### src/rtl/trig_route_pkg.sv
package trig_route_pkg;

  typedef enum logic [1:0] {
    TAP_FULL = 2'd0,
    TAP_DIV1 = 2'd1,
    TAP_DIV2 = 2'd2,
    TAP_ALT  = 2'd3
  } tap_e;

  typedef enum logic [1:0] {
    BASE_DDS   = 2'd0,
    BASE_CLK10 = 2'd1,
    BASE_FP0   = 2'd2,
    BASE_ALIAS = 2'd3
  } base_e;

  // Saturating limit applied to a divider exponent field.
  function automatic int unsigned clamp_exp(input int unsigned e, input int unsigned lim);
    return (e > lim) ? lim : e;
  endfunction

endpackage

### src/rtl/trig_sync2.sv
module trig_sync2 #(
  parameter int W = 1
) (
  input  logic         clk,
  input  logic         rst_n,
  input  logic [W-1:0] d,
  output logic [W-1:0] q
);
  logic [W-1:0] meta;

  always_ff @(posedge clk) begin
    if (!rst_n) begin
      meta <= '0;
      q    <= '0;
    end else begin
      meta <= d;
      q    <= meta;
    end
  end
endmodule

### src/rtl/trig_pow2_div.sv
module trig_pow2_div #(
  parameter int EXP_W   = 4,
  parameter int EXP_MAX = 9
) (
  input  logic             clk,
  input  logic             rst_n,
  input  logic             restart,
  input  logic             in_lvl,
  input  logic [EXP_W-1:0] exp_c,
  output logic             in_rise,
  output logic             out_lvl
);
  localparam int CNT_W = (EXP_MAX > 0) ? EXP_MAX : 1;

  logic             prev;
  logic [CNT_W-1:0] cnt;

  assign in_rise = in_lvl & ~prev;

  always_ff @(posedge clk) begin
    if (!rst_n) begin
      prev <= 1'b0;
      cnt  <= '0;
    end else begin
      prev <= in_lvl;
      if (restart)      cnt <= '0;
      else if (in_rise) cnt <= cnt + 1'b1;
    end
  end

  // Bit k of the rise counter has a period of 2^(k+1) input rises.
  always_comb begin
    out_lvl = in_lvl;
    for (int k = 0; k < CNT_W; k++) begin
      if (int'(exp_c) == k + 1) out_lvl = cnt[k];
    end
  end
endmodule

### src/rtl/trig_line_mux.sv
module trig_line_mux
  import trig_route_pkg::*;
#(
  parameter int N_DIRECT = 32,
  parameter int SEL_W    = 6
) (
  input  logic                clk,
  input  logic                rst_n,
  input  logic [N_DIRECT-1:0] src_vec,
  input  logic                sync_full,
  input  logic                sync_div1,
  input  logic                sync_div2,
  input  logic [SEL_W-1:0]    sel,
  input  logic [1:0]          tap,
  input  logic                en,
  output logic                line_q,
  output logic                oe_q
);
  localparam int IDX_W = (N_DIRECT > 1) ? $clog2(N_DIRECT) : 1;

  logic nxt;
  logic tap_lvl;

  always_comb begin
    case (tap_e'(tap))
      TAP_DIV1: tap_lvl = sync_div1;
      TAP_DIV2: tap_lvl = sync_div2;
      default:  tap_lvl = sync_full;
    endcase
  end

  always_comb begin
    if (int'(sel) == N_DIRECT)     nxt = tap_lvl;
    else if (int'(sel) < N_DIRECT) nxt = src_vec[sel[IDX_W-1:0]];
    else                           nxt = 1'b0;
  end

  always_ff @(posedge clk) begin
    if (!rst_n) begin
      line_q <= 1'b0;
      oe_q   <= 1'b0;
    end else begin
      line_q <= en & nxt;
      oe_q   <= en;
    end
  end
endmodule

### src/rtl/trig_route_matrix.sv
module trig_route_matrix
  import trig_route_pkg::*;
#(
  parameter int N_LINES = 8,
  parameter int N_FP    = 6,
  parameter int N_STAR  = 17,
  parameter int EXP_W   = 4,
  parameter int EXP_MAX = 9,
  parameter int SEL_W   = $clog2(N_FP + N_LINES + N_STAR + 2)
) (
  input  logic                     clk,
  input  logic                     rst_n,
  input  logic [N_FP-1:0]          fp_in,
  input  logic [N_STAR-1:0]        star_in,
  input  logic                     dds_clk,
  input  logic                     bp_clk10,
  input  logic [1:0]               base_sel,
  input  logic [EXP_W-1:0]         exp1,
  input  logic [EXP_W-1:0]         exp2,
  input  logic [N_LINES*SEL_W-1:0] line_src_sel,
  input  logic [N_LINES*2-1:0]     line_tap_sel,
  input  logic [N_LINES-1:0]       line_en,
  input  logic                     sw_strobe,
  output logic [N_LINES-1:0]       trig_out,
  output logic [N_LINES-1:0]       trig_oe
);
  localparam int N_DIRECT = N_FP + N_LINES + N_STAR + 1;
  localparam int CFG_W    = 2 + 2 * EXP_W;

  logic [N_FP-1:0]     fp_s;
  logic [N_STAR-1:0]   star_s;
  logic [1:0]          ref_s;
  logic                base_lvl;
  logic                base_rise;
  logic                div1_lvl;
  logic                div2_lvl;
  logic                div1_rise;
  logic [EXP_W-1:0]    e1c;
  logic [EXP_W-1:0]    e2c;
  logic [CFG_W-1:0]    cfg_q;
  logic                cfg_restart;
  logic                sw_hold;
  logic [N_DIRECT-1:0] src_vec;
  logic [N_LINES-1:0]  line_q;
  logic [N_LINES-1:0]  oe_q;

  trig_sync2 #(.W(N_FP))   u_sync_fp   (.clk(clk), .rst_n(rst_n), .d(fp_in),   .q(fp_s));
  trig_sync2 #(.W(N_STAR)) u_sync_star (.clk(clk), .rst_n(rst_n), .d(star_in), .q(star_s));
  trig_sync2 #(.W(2))      u_sync_ref  (.clk(clk), .rst_n(rst_n),
                                        .d({bp_clk10, dds_clk}), .q(ref_s));

  always_comb begin
    case (base_e'(base_sel))
      BASE_CLK10: base_lvl = ref_s[1];
      BASE_FP0:   base_lvl = fp_s[0];
      default:    base_lvl = ref_s[0];
    endcase
  end

  assign e1c = EXP_W'(clamp_exp(int'(exp1), EXP_MAX));
  assign e2c = EXP_W'(clamp_exp(int'(exp2), EXP_MAX));

  assign cfg_restart = ({base_sel, e1c, e2c} != cfg_q);

  always_ff @(posedge clk) begin
    if (!rst_n) cfg_q <= '0;
    else        cfg_q <= {base_sel, e1c, e2c};
  end

  trig_pow2_div #(.EXP_W(EXP_W), .EXP_MAX(EXP_MAX)) u_div1 (
    .clk(clk), .rst_n(rst_n), .restart(cfg_restart), .in_lvl(base_lvl),
    .exp_c(e1c), .in_rise(base_rise), .out_lvl(div1_lvl));

  trig_pow2_div #(.EXP_W(EXP_W), .EXP_MAX(EXP_MAX)) u_div2 (
    .clk(clk), .rst_n(rst_n), .restart(cfg_restart), .in_lvl(div1_lvl),
    .exp_c(e2c), .in_rise(div1_rise), .out_lvl(div2_lvl));

  // Software trigger held until the shared reference next rises.
  always_ff @(posedge clk) begin
    if (!rst_n)         sw_hold <= 1'b0;
    else if (sw_strobe) sw_hold <= 1'b1;
    else if (base_rise) sw_hold <= 1'b0;
  end

  assign src_vec = {sw_hold, star_s, line_q, fp_s};

  for (genvar i = 0; i < N_LINES; i++) begin : g_line
    trig_line_mux #(.N_DIRECT(N_DIRECT), .SEL_W(SEL_W)) u_mux (
      .clk(clk), .rst_n(rst_n), .src_vec(src_vec),
      .sync_full(base_lvl), .sync_div1(div1_lvl), .sync_div2(div2_lvl),
      .sel(line_src_sel[i*SEL_W +: SEL_W]), .tap(line_tap_sel[i*2 +: 2]),
      .en(line_en[i]), .line_q(line_q[i]), .oe_q(oe_q[i]));
  end

  assign trig_out = line_q;
  assign trig_oe  = oe_q;
endmodule

### config.mk
export PLATFORM = sky130hd
export DESIGN_NAME = trig_route_matrix
export DESIGN_NICKNAME = d
export VERILOG_FILES = /design/src/rtl/trig_route_pkg.sv /design/src/rtl/trig_sync2.sv /design/src/rtl/trig_pow2_div.sv /design/src/rtl/trig_line_mux.sv /design/src/rtl/trig_route_matrix.sv
export SDC_FILE = /design/constraint.sdc
export NUM_CORES = 1
export LEC_CHECK = 0
export ABC_AREA = 1
export BUFFER_PORTS_ARGS = -buffer_cell sky130_fd_sc_hd__buf_2
export CORE_MARGIN = 5
export CORE_UTILIZATION = 50
export CTS_CLUSTER_SIZE = 8
export DETAILED_ROUTE_END_ITERATION = 6
export GPL_ROUTABILITY_DRIVEN = 0
export PLACE_DENSITY = 0.73
export REMOVE_ABC_BUFFERS = 1
export SLEW_MARGIN = 10
export SYNTH_ARGS = -nofsm -noshare
export SYNTH_HDL_FRONTEND = slang
export SYNTH_SLANG_ARGS = --single-unit
### constraint.sdc
create_clock -name clk -period 5.3 [get_ports clk]
set_input_delay 0.53 -clock clk [delete_from_list [all_inputs] [get_ports clk]]
set_output_delay 0.53 -clock clk [all_outputs]
set_load 0.01 [all_outputs]
==> flow_metrics.py, run 1 <==
metrics = {
    "worst_hold_path": {
        "hold_path.class": "in -> reg",
    },
    "synthesis": {
        "synthTopCellsByArea": "dfxtp_1 (28%), nand2_1 (12%), inv_1 (7.4%)",
        "synth_enable_flop_cells": 0,
        "synth.cell_area_um2": 6860,
        "seq_area_frac_synth_pct": 28.3,
        "ys.flop_type": "dfxtp_1",
        "synth_mux_area_share_pct": 4.67,
        "synth_common_cells": "nand2_1 (221), inv_1 (135), dfxtp_1 (97)",
        "avgSynthCellArea_um2": 6.83,
        "synth_seq_cells": 97,
        "synth_compound_area_share_pct": 23.8,
        "syn-instance-count": 1005,
        "synthArstFlopShare_pct": 0,
        "synth_top_family_by_area": "compound AO/OA/AOI/OAI gates",
        "synth_top_area_cell": "dfxtp_1",
        "synth-xor-area-share_pct": 0.510,
        "yosysTopAreaCellShare_pct": 28.3,
        "yosysWarnings": 0,
        "synthDistinctLibCells": 52,
        "synth-adder-area-share_pct": 3.65,
        "synth_most_common_cell": "nand2_1",
        "synth_simple_gate_area_share_pct": 22.8,
    },
    "sta": {
        "slew_violations": 0,
        "fin_hold_ws_ns": 0.358,
        "max_freq_mhz": 388,
        "max_slew_margin_pct": 59.0,
        "fin_crit_ns": 2.58,
        "finClkSkew_ns": 0.00694,
        "tightest_slew_ns": 0.615,
        "min_period_over_period_pct": 48.6,
        "fin_setup_tns_ns": 0,
        "setup_viol": 0,
        "hold_violations": 0,
        "rsz0062_at_grt": "false",
        "fin_ws_ns": 2.72,
    },
    "routing": {
        "post_drt_wl_per_cell_um": 15.8,
        "drtIter0Drc": 887,
        "dr.pass1.iters": 5,
        "drcViolationCount": 0,
        "avgViaCountPerCell": 5.59,
        "ant_nets": 0,
        "via_count": 6881,
        "wl_um": 19400,
    },
    "cells_and_area": {
        "layout.nets": 1178,
        "postLayoutCellArea_um2": 7490,
        "final_cells": 1230,
        "drive_gt1_share_pct": 18.0,
        "fillCellCount": 1331,
        "utilization_pct": 56.1,
        "synthToLayoutAreaGrowth_pct": 9.13,
    },
    "pwr": {
        "leakage_nw": 3.66,
        "peakVddDrop_v": 0.000177,
        "intPower_mw": 1.26,
        "power_mw": 1.78,
        "p_sw_mw": 0.523,
        "swShare_pct": 29.4,
        "power.density_nw_per_um2": 238,
        "p_clk_share_pct": 36.2,
        "comb_power_share_pct": 18.9,
        "seqPwrFrac_pct": 44.8,
    },
    "global_route": {
        "grt_max_degree": 63,
        "grt_pass1_wl_um": 30700,
        "grt_antenna_before_repair": 2,
        "grtUsageTotal_pct": 23.6,
        "grt_pass1_vias": 6061,
        "gr-total-overflow": 0,
    },
    "clock_tree": {
        "postCtsSetupBuffers": 0,
        "cts.sinks": 97,
        "h-tree-depth": 3,
        "clk_latency_ns": 0.35,
        "cts_tree": "built",
        "cts_buffers": 9,
        "ctsResizeCount": 0,
        "clk_path_buf_depth": 2,
        "clkTransAtPathRegs_ns": 0.07,
        "ctsHoldBuffers": 0,
        "cts-root-buf": "clkbuf_16",
    },
    "die": {
        "dieArea_um2": 16200,
        "die_y_um": 127,
        "core_area_um2": 13300,
        "io_pins": 126,
        "rows": 42,
        "initial_core_util_pct": 51.4,
        "dieWidth_um": 127,
    },
    "setup_path": {
        "crit_type": "in -> reg",
        "critPathRequiredTime_ns": 5.52,
        "rr_worst_depth": 26,
        "timing.rr.end": "g_line[7].u_mux.line_q",
        "cpMostUsedCell": "nand2_1",
        "end_kind": "register",
        "crit_end": "g_line[2].u_mux.line_q",
        "cpPeakStageDelay_ns": 0.26,
        "critPathLaunch": "base_sel[0]",
        "worstPathMaxFanout": 9,
        "slowest_stage": "ha_1",
        "startpoint_type": "input pin",
        "timing.rr.start": "u_sync_fp.q[0]",
        "worstPathArrival_ns": 2.80,
        "rrSetupSlack_ns": 2.73,
    },
    "outcome": {
        "status": "finished, final reports clean",
    },
    "placement": {
        "placedCellCount": 1213,
        "placed_cell_area_um2": 7190,
        "dp_hpwl_um": 13900,
        "port_buffers": 125,
        "pre_cts_ws_ns": 2.40,
    },
    "flow_run": {
        "cap_violations": 0,
    },
}
## cell type report
cell class | instances | area, um2 | area share, %
multi-input combinational | 661 | 3800 | 50.8
sequential | 97 | 1940 | 25.9
timing repair buffer | 126 | 633 | 8.45
inverter | 153 | 593 | 7.92
clock buffer | 9 | 225 | 3.01
tap | 176 | 220 | 2.94
clock inverter | 7 | 70.1 | 0.936
antenna | 1 | 2.50 | 0.0334
## registers in the layout (all words and copies together), names as in the netlist
signal	flops
cfg_q	10
u_div1.cnt	9
u_sync_fp.meta	6
u_sync_ref.meta	2
u_div2.cnt	9
g_line.u_mux.line_q	8
u_sync_ref.q	2
u_sync_star.q	17
u_div2.prev	1
g_line.u_mux.oe_q	8
u_sync_star.meta	17
sw_hold	1
u_sync_fp.q	6
u_div1.prev	1
## layer usage
metal / track usage (%) / vias to the layer above / share of wire (%)
li1: - / 3424 / -
met1: 32.5 / 3076 / 42
met2: 36.0 / 324 / 44
met3: 4.84 / 53 / 11
met4: 9.97 / 4 / 3.4
met5: 0 / - / 0.072
## worst min-delay path by stage
stage / startpoint / end / slack, ns / depth (start not counted)
after CTS: fp_in[4] / u_sync_fp.meta[4] / 0.35 / 3
after global routing: dds_clk / u_sync_ref.meta[0] / 0.36 / 3
after floorplan: u_sync_fp.meta[0] / u_sync_fp.q[0] / 0.39 / 2
final: star_in[9] / u_sync_star.meta[9] / 0.36 / 3
after global placement: u_sync_fp.meta[0] / u_sync_fp.q[0] / 0.39 / 2
after detailed placement: u_sync_ref.meta[1] / u_sync_ref.q[1] / 0.39 / 2
## power groups by stage
stage / logic (mW) / clock network, mW / registers [mW]
2_1_floorplan: 0.198 / 0 / 0.796
3_3_place_gp: 0.327 / 0 / 0.812
3_5_place_dp: 0.333 / 0 / 0.812
4_1_cts: 0.335 / 0.664 / 0.795
5_1_grt: 0.382 / 0.697 / 0.799
6_report: 0.338 / 0.646 / 0.798
## cell usage in the layout, fill, tap and decap left out, drive strengths merged, types with 20 or more instances in the layout
| master | synthesis | layout |
|---|---|---|
| o21ai | 61 | 61 |
| buf | 35 | 126 |
| o221ai | 32 | 32 |
| a32oi | 32 | 32 |
| inv | 152 | 153 |
| dfxtp | 97 | 97 |
| nor2 | 62 | 62 |
| nand3 | 33 | 33 |
| mux2i | 32 | 32 |
| ha | 20 | 20 |
| nand2 | 229 | 229 |
| o211ai | 30 | 30 |
| a21oi | 61 | 61 |
## critical path, delay by kind of cell
kind	cells	cell delay [ns]
and+or+nand+nor	24	1.74
AOI/OAI and AO/OA	1	0.05
adders and majority gates	1	0.26
buffers and inverters	3	0.21
## cell families (layout without fill, tap and decap cells)
logic type / count (synthesis) / in the layout
adders and majority gates: 20 / 20
and+or+nand+nor: 365 / 365
AOI/OAI and AO/OA: 240 / 240
xor gates and xnor gates: 4 / 4
DFF: 97 / 97
muxes: 32 / 32
other: 0 / 1
buffers and inverters: 247 / 295
Note: power is estimated with default switching activity, not from simulation.
==> run 2: changes to the inputs <==
- PLACE_DENSITY: 0.73 -> 0.76
- clock period: 5.3 -> 2.25 ns (I/O delays scaled with it)
==> run 2 against run 1 <==
Against the previous run:
- die area did not move
- clock skew rose by 0.0013 ns
- clock power rose by 140%
- via count rose by 1.5%
- flip-flop and latch count did not move
- largest cell class unchanged
==> flow_metrics.py, run 2 (same netlist as run 1, synthesis figures left out) <==
metrics = {
    "outcome": {
        "status": "finished, final reports clean",
    },
    "cells_and_area": {
        "layout.nets": 1194,
        "utilization_pct": 57.5,
        "synthToLayoutAreaGrowth_pct": 11.7,
        "drive_gt1_share_pct": 19.9,
        "postLayoutCellArea_um2": 7670,
        "final_common_cell": "nand2_1",
        "fillCellCount": 1327,
        "final-seq-area_um2": 1940,
        "multi_input_area_um2": 3840,
        "reg_top3": "u_sync_star.meta: 17 flops, u_sync_star.q: 17 flops, cfg_q: 10 flops",
        "final_cell_mix": "nand2_1 (221), inv_1 (133), buf_2 (125)",
        "final_cells": 1248,
    },
    "flow_run": {
        "cap_violations": 0,
    },
    "setup_path": {
        "startpoint_type": "register",
        "worstPathArrival_ns": 2.32,
        "worstPathMaxFanout": 8,
        "crit_type": "reg -> reg",
        "timing.rr.start": "u_sync_ref.q[0]",
        "critPathLaunch": "u_sync_ref.q[0]",
        "rrSetupSlack_ns": 0.16,
        "end_kind": "register",
        "rr_worst_depth": 25,
        "timing.rr.end": "g_line[7].u_mux.line_q",
        "critPathRequiredTime_ns": 2.48,
    },
    "global_route": {
        "met3_usage_pct": 5.88,
        "gr-total-overflow": 0,
        "use_met1_pct": 32.0,
        "grt_pass1_wl_um": 31300,
        "grt_antenna_before_repair": 4,
        "top_usage_layer": "met2",
        "grtUsageTotal_pct": 24.1,
        "grt_use_met2_pct": 36.3,
        "grt_max_degree": 63,
        "grt_pass1_vias": 6323,
    },
    "die": {
        "core_area_um2": 13300,
        "io_pins": 126,
        "initial_core_util_pct": 51.4,
        "dieWidth_um": 127,
        "rows": 42,
        "dieArea_um2": 16200,
        "die_y_um": 127,
    },
    "worst_hold_path": {
        "hold_path_depth": 3,
        "holdPathEnd": "u_sync_star.meta[9]",
        "hold_path.class": "in -> reg",
        "hold_start": "star_in[9]",
    },
    "sta": {
        "fin_crit_ns": 2.09,
        "max_slew_margin_pct": 59.7,
        "max_freq_mhz": 478,
        "finClkSkew_ns": 0.00827,
        "slew_violations": 0,
        "rsz0062_at_grt": "true",
        "fin_ws_ns": 0.156,
        "setup_viol": 0,
        "min_period_over_period_pct": 93.1,
        "tightest_slew_ns": 0.604,
        "fin_setup_tns_ns": 0,
        "hold_violations": 0,
        "fin_hold_ws_ns": 0.0498,
    },
    "pwr": {
        "peakVddDrop_v": 0.000342,
        "intPower_mw": 3.04,
        "power_mw": 4.29,
        "swShare_pct": 29.0,
        "seqPwrFrac_pct": 43.9,
        "p_sw_mw": 1.24,
        "comb_power_share_pct": 19.3,
        "p_clk_share_pct": 36.8,
        "leakage_nw": 3.74,
        "power.density_nw_per_um2": 559,
    },
    "placement": {
        "placed_cell_area_um2": 7300,
        "port_buffers": 125,
        "pre_cts_ws_ns": -0.157,
        "dp_hpwl_um": 13900,
        "placedCellCount": 1227,
    },
    "routing": {
        "via_count": 6986,
        "ant_nets": 0,
        "drtIter0Drc": 819,
        "avgViaCountPerCell": 5.60,
        "wl_um": 19700,
        "dr.pass1.iters": 6,
        "drcViolationCount": 0,
        "post_drt_wl_per_cell_um": 15.7,
    },
    "clock_tree": {
        "h-tree-depth": 3,
        "clkTransAtPathRegs_ns": 0.07,
        "cts.sinks": 97,
        "cts_buffers": 9,
        "cts-root-buf": "clkbuf_16",
        "cts_tree": "built",
        "clk_latency_ns": 0.36,
        "clk_path_buf_depth": 2,
    },
}
## run 2: worst max-delay path by stage
stage / endpoint / slack [ns]
global placement: g_line[1].u_mux.line_q / -0.12
global route: g_line[7].u_mux.line_q / -0.07
CTS: u_div2.cnt[7] / 0.15
finish: g_line[7].u_mux.line_q / 0.16
floorplan: g_line[2].u_mux.line_q / 0.06
detailed placement: g_line[7].u_mux.line_q / -0.16
## run 2: layout make-up
type | instances | share of cell area [%]
sequential | 97 | 25.3
inverter | 153 | 7.73
multi-input combinational | 661 | 50.1
tap | 176 | 2.87
clock buffer | 11 | 3.30
clock inverter | 4 | 0.685
timing repair buffer | 142 | 9.87
antenna | 4 | 0.131
## run 2: repair_timing
action / 4_1_cts / 5_1_grt
resized for setup: 0 / 11
setup buffers: 0 / 2
endpoints found under the setup margin: 0 / 12
hold buffers: 0 / 0
## run 2: power by group through the flow
stage,registers [mW],clock network (mW),logic [mW]
detailed placement,1.91,0,0.805
floorplan,1.88,0,0.467
global placement,1.91,0,0.790
CTS,1.87,1.62,0.810
global route,1.88,1.68,0.938
finish,1.88,1.58,0.828
## run 2: worst max-delay path, cell delays in order (launching register included)
cell,delay (ns)
dfxtp_1,0.31
or2_1,0.25
nand3_2,0.09
nand3_2,0.05
nand3_1,0.07
nand2_1,0.05
nand2_1,0.05
nand2_1,0.05
nand2_1,0.05
nand2_1,0.06
nand2_2,0.07
nand2_4,0.05
nand2_4,0.06
nand2_2,0.04
nand2_1,0.05
nand2_1,0.04
nand2_1,0.05
nand2_1,0.04
nand2_1,0.05
nand2_1,0.05
nand2_2,0.08
nand2_4,0.09
nand3_1,0.09
nand2_1,0.06
nand2_1,0.07
a21oi_2,0.05
## run 2: routing by layer
metal	vias up	part of all wire, %
met1	3089	41
met3	71	11
met4	2	4.1
met5	-	0.061
li1	3466	-
met2	358	43
==> run 3: changes to the inputs <==
- ABC_AREA: 1 -> unset
- CTS_CLUSTER_SIZE: 8 -> 30
==> run 3 against run 2 <==
Against the previous run:
- clock power decreased by 8%
- largest power group unchanged
- routed wire length decreased by 13%
- first-iteration DRC count decreased by 40%
- worst setup slack got worse by 0.016 ns
- maximum frequency decreased by 0.77%
- synthesized cell count decreased by 41%
- hold slack improved by 0.035 ns
- design area decreased by 4.8%
- flip-flop and latch count unchanged
- synthesized area decreased by 7.3%
==> flow_metrics.py, run 3 <==
metrics = {
    "outcome": {
        "status": "finished, final reports clean",
    },
    "die": {
        "core_area_um2": 12600,
        "dieArea_um2": 15100,
        "initial_core_util_pct": 50.6,
        "die_y_um": 123,
        "dieWidth_um": 123,
        "rows": 41,
        "io_pins": 126,
    },
    "global_route": {
        "grt_pass1_wl_um": 26800,
        "grt_antenna_before_repair": 0,
        "grt_max_degree": 53,
        "gr-total-overflow": 0,
        "grtUsageTotal_pct": 22.8,
        "grt_pass1_vias": 5248,
    },
    "routing": {
        "post_drt_wl_per_cell_um": 19.8,
        "dr.pass1.iters": 5,
        "drcViolationCount": 0,
        "drtIter0Drc": 490,
        "via_count": 5369,
        "wl_um": 17100,
        "avgViaCountPerCell": 6.21,
        "ant_nets": 0,
    },
    "synthesis": {
        "synth_most_common_cell": "dfxtp_1",
        "avgSynthCellArea_um2": 10.8,
        "seq_area_frac_synth_pct": 30.5,
        "synth.cell_area_um2": 6360,
        "synthDistinctLibCells": 56,
        "syn-instance-count": 591,
        "yosysTopAreaCellShare_pct": 30.5,
        "synthTopCellsByArea": "dfxtp_1 (31%), mux4_2 (25%), and2_1 (6.3%)",
        "synth_enable_flop_cells": 0,
        "synthArstFlopShare_pct": 0,
        "synth_common_cells": "dfxtp_1 (97), mux4_2 (72), and2_1 (64)",
        "synth_seq_cells": 97,
        "synth_top_area_cell": "dfxtp_1",
        "yosysWarnings": 0,
        "ys.flop_type": "dfxtp_1",
    },
    "cells_and_area": {
        "multi_input_area_um2": 4010,
        "drive_gt1_share_pct": 34.9,
        "final_cell_mix": "buf_2 (125), dfxtp_1 (97), mux4_2 (72)",
        "synthToLayoutAreaGrowth_pct": 14.8,
        "reg_top3": "u_sync_star.meta: 17 flops, u_sync_star.q: 17 flops, cfg_q: 10 flops",
        "fillCellCount": 1035,
        "final_common_cell": "buf_2",
        "final-seq-area_um2": 1940,
        "layout.nets": 819,
        "utilization_pct": 58.1,
        "num_antenna_cells": 0,
    },
    "flow_run": {
        "cap_violations": 0,
    },
    "setup_path": {
        "worstPathMaxFanout": 5,
        "worstPathArrival_ns": 2.34,
        "slowest_stage": "or2_2",
        "end_kind": "register",
        "path_delay_family": "compound AO/OA/AOI/OAI gates",
        "crit_type": "reg -> reg",
        "startpoint_type": "register",
        "critPathRequiredTime_ns": 2.48,
        "cp_num_buf_inv": 0,
        "crit_chain": "nor3b_1, a32o_1, o21ai_1, a31oi_1, or2_2, a221o_1",
        "cpPeakStageDelay_ns": 0.40,
    },
    "placement": {
        "dp_hpwl_um": 12700,
        "port_buffers": 125,
    },
    "clock_tree": {
        "cts-root-buf": "clkbuf_16",
        "clk_latency_ns": 0.35,
        "postCtsSetupBuffers": 0,
        "h-tree-depth": 3,
        "ctsHoldBuffers": 0,
        "clkTransAtPathRegs_ns": 0.07,
        "cts_buffers": 9,
        "cts_tree": "built",
        "cts.sinks": 97,
        "ctsResizeCount": 0,
        "clk_path_buf_depth": 2,
    },
    "worst_hold_path": {
        "hold_path.class": "in -> reg",
    },
    "sta": {
        "hold_violations": 0,
        "fin_hold_ws_ns": 0.0846,
        "max_slew_margin_pct": 28.3,
        "finClkSkew_ns": 0.0142,
        "tightest_slew_ns": 1.08,
        "setup_viol": 0,
        "slew_violations": 0,
        "min_period_over_period_pct": 93.8,
        "fin_crit_ns": 2.11,
        "max_freq_mhz": 474,
        "rsz0062_at_grt": "false",
    },
    "pwr": {
        "peakVddDrop_v": 0.000413,
        "leakage_nw": 3.01,
        "power.density_nw_per_um2": 544,
    },
}
[run 3: cell types whose count changed after synthesis, moves of 38 or more]
cell | previous run | this run
inv_1 | 135 | 30
and2_1 | 1 | 64
mux4_2 | 0 | 72
o21ai_0 | 47 | 6
nand2_1 | 221 | 18
a21oi_1 | 53 | 15
[run 3: final timing paths]
kind                                          endpoint  slack (ns)  cells after the start                start
worst max-delay path            g_line[3].u_mux.line_q        0.14                      6        u_div1.cnt[3]
worst min-delay path               u_sync_star.meta[1]        0.08                      2           star_in[1]
worst max register to register  g_line[3].u_mux.line_q        0.14                      6        u_div1.cnt[3]
worst min register to register        u_sync_star.q[8]        0.43                      1  u_sync_star.meta[8]
[run 3: report_power, final]
group | switching [mW] | internal (mW)
combinational | 0.312 | 0.357
sequential | 0.0750 | 1.78
clock | 0.686 | 0.761
total | 1.07 | 2.90
[run 3: area by class of cell]
type                            instances  share of cell area (%)
Clock buffer                            9                    3.08
Timing Repair Buffer                  142                    10.3
Sequential cell                        97                    26.6
Multi-Input combinational cell        409                    54.8
Tap cell                              172                    2.95
Clock inverter                          6                   0.685
Inverter                               30                    1.54
[run 3: through the flow]
stage	cell area [um2]	instances	total power [mW]	TNS (ns)	setup WS (ns)
2_1_floorplan	6060	536	2.22	0	0.0473
3_3_place_gp	7030	850	2.52	0	0.0515
3_5_place_dp	7030	850	2.55	-0.0736	-0.0248
4_1_cts	7300	865	4.00	0	0.180
5_1_grt	7300	865	4.14	0	0.0314
6_report	7300	865	3.97	0	0.140
[run 3: cell families after synthesis]
family,after synthesis,synth area share [%]
flops,97,30.5
fa+ha+maj,20,3.93
mux,93,28.9
compound gates,72,8.16
xor+xnor,23,3.17
simple gates,201,18.8
buf+inv,85,6.49
[run 3: worst register-to-register path: cells and delay by family, from the launching register on]
kind	cells	cell delay, ns
compound gates	4	1.08
simple gates	2	0.58
flops	1	0.35
[run 3: routing by layer]
metal | part of all wire (%) | vias to the layer above | global-route usage [%] | routed length, um
li1 | - | 2394 | - | -
met4 | 5.1 | 0 | 12.8 | 874
met3 | 12 | 80 | 6.36 | 2070
met5 | 0 | - | 0 | 0
met1 | 36 | 2520 | 28.6 | 6120
met2 | 47 | 375 | 35.5 | 8040
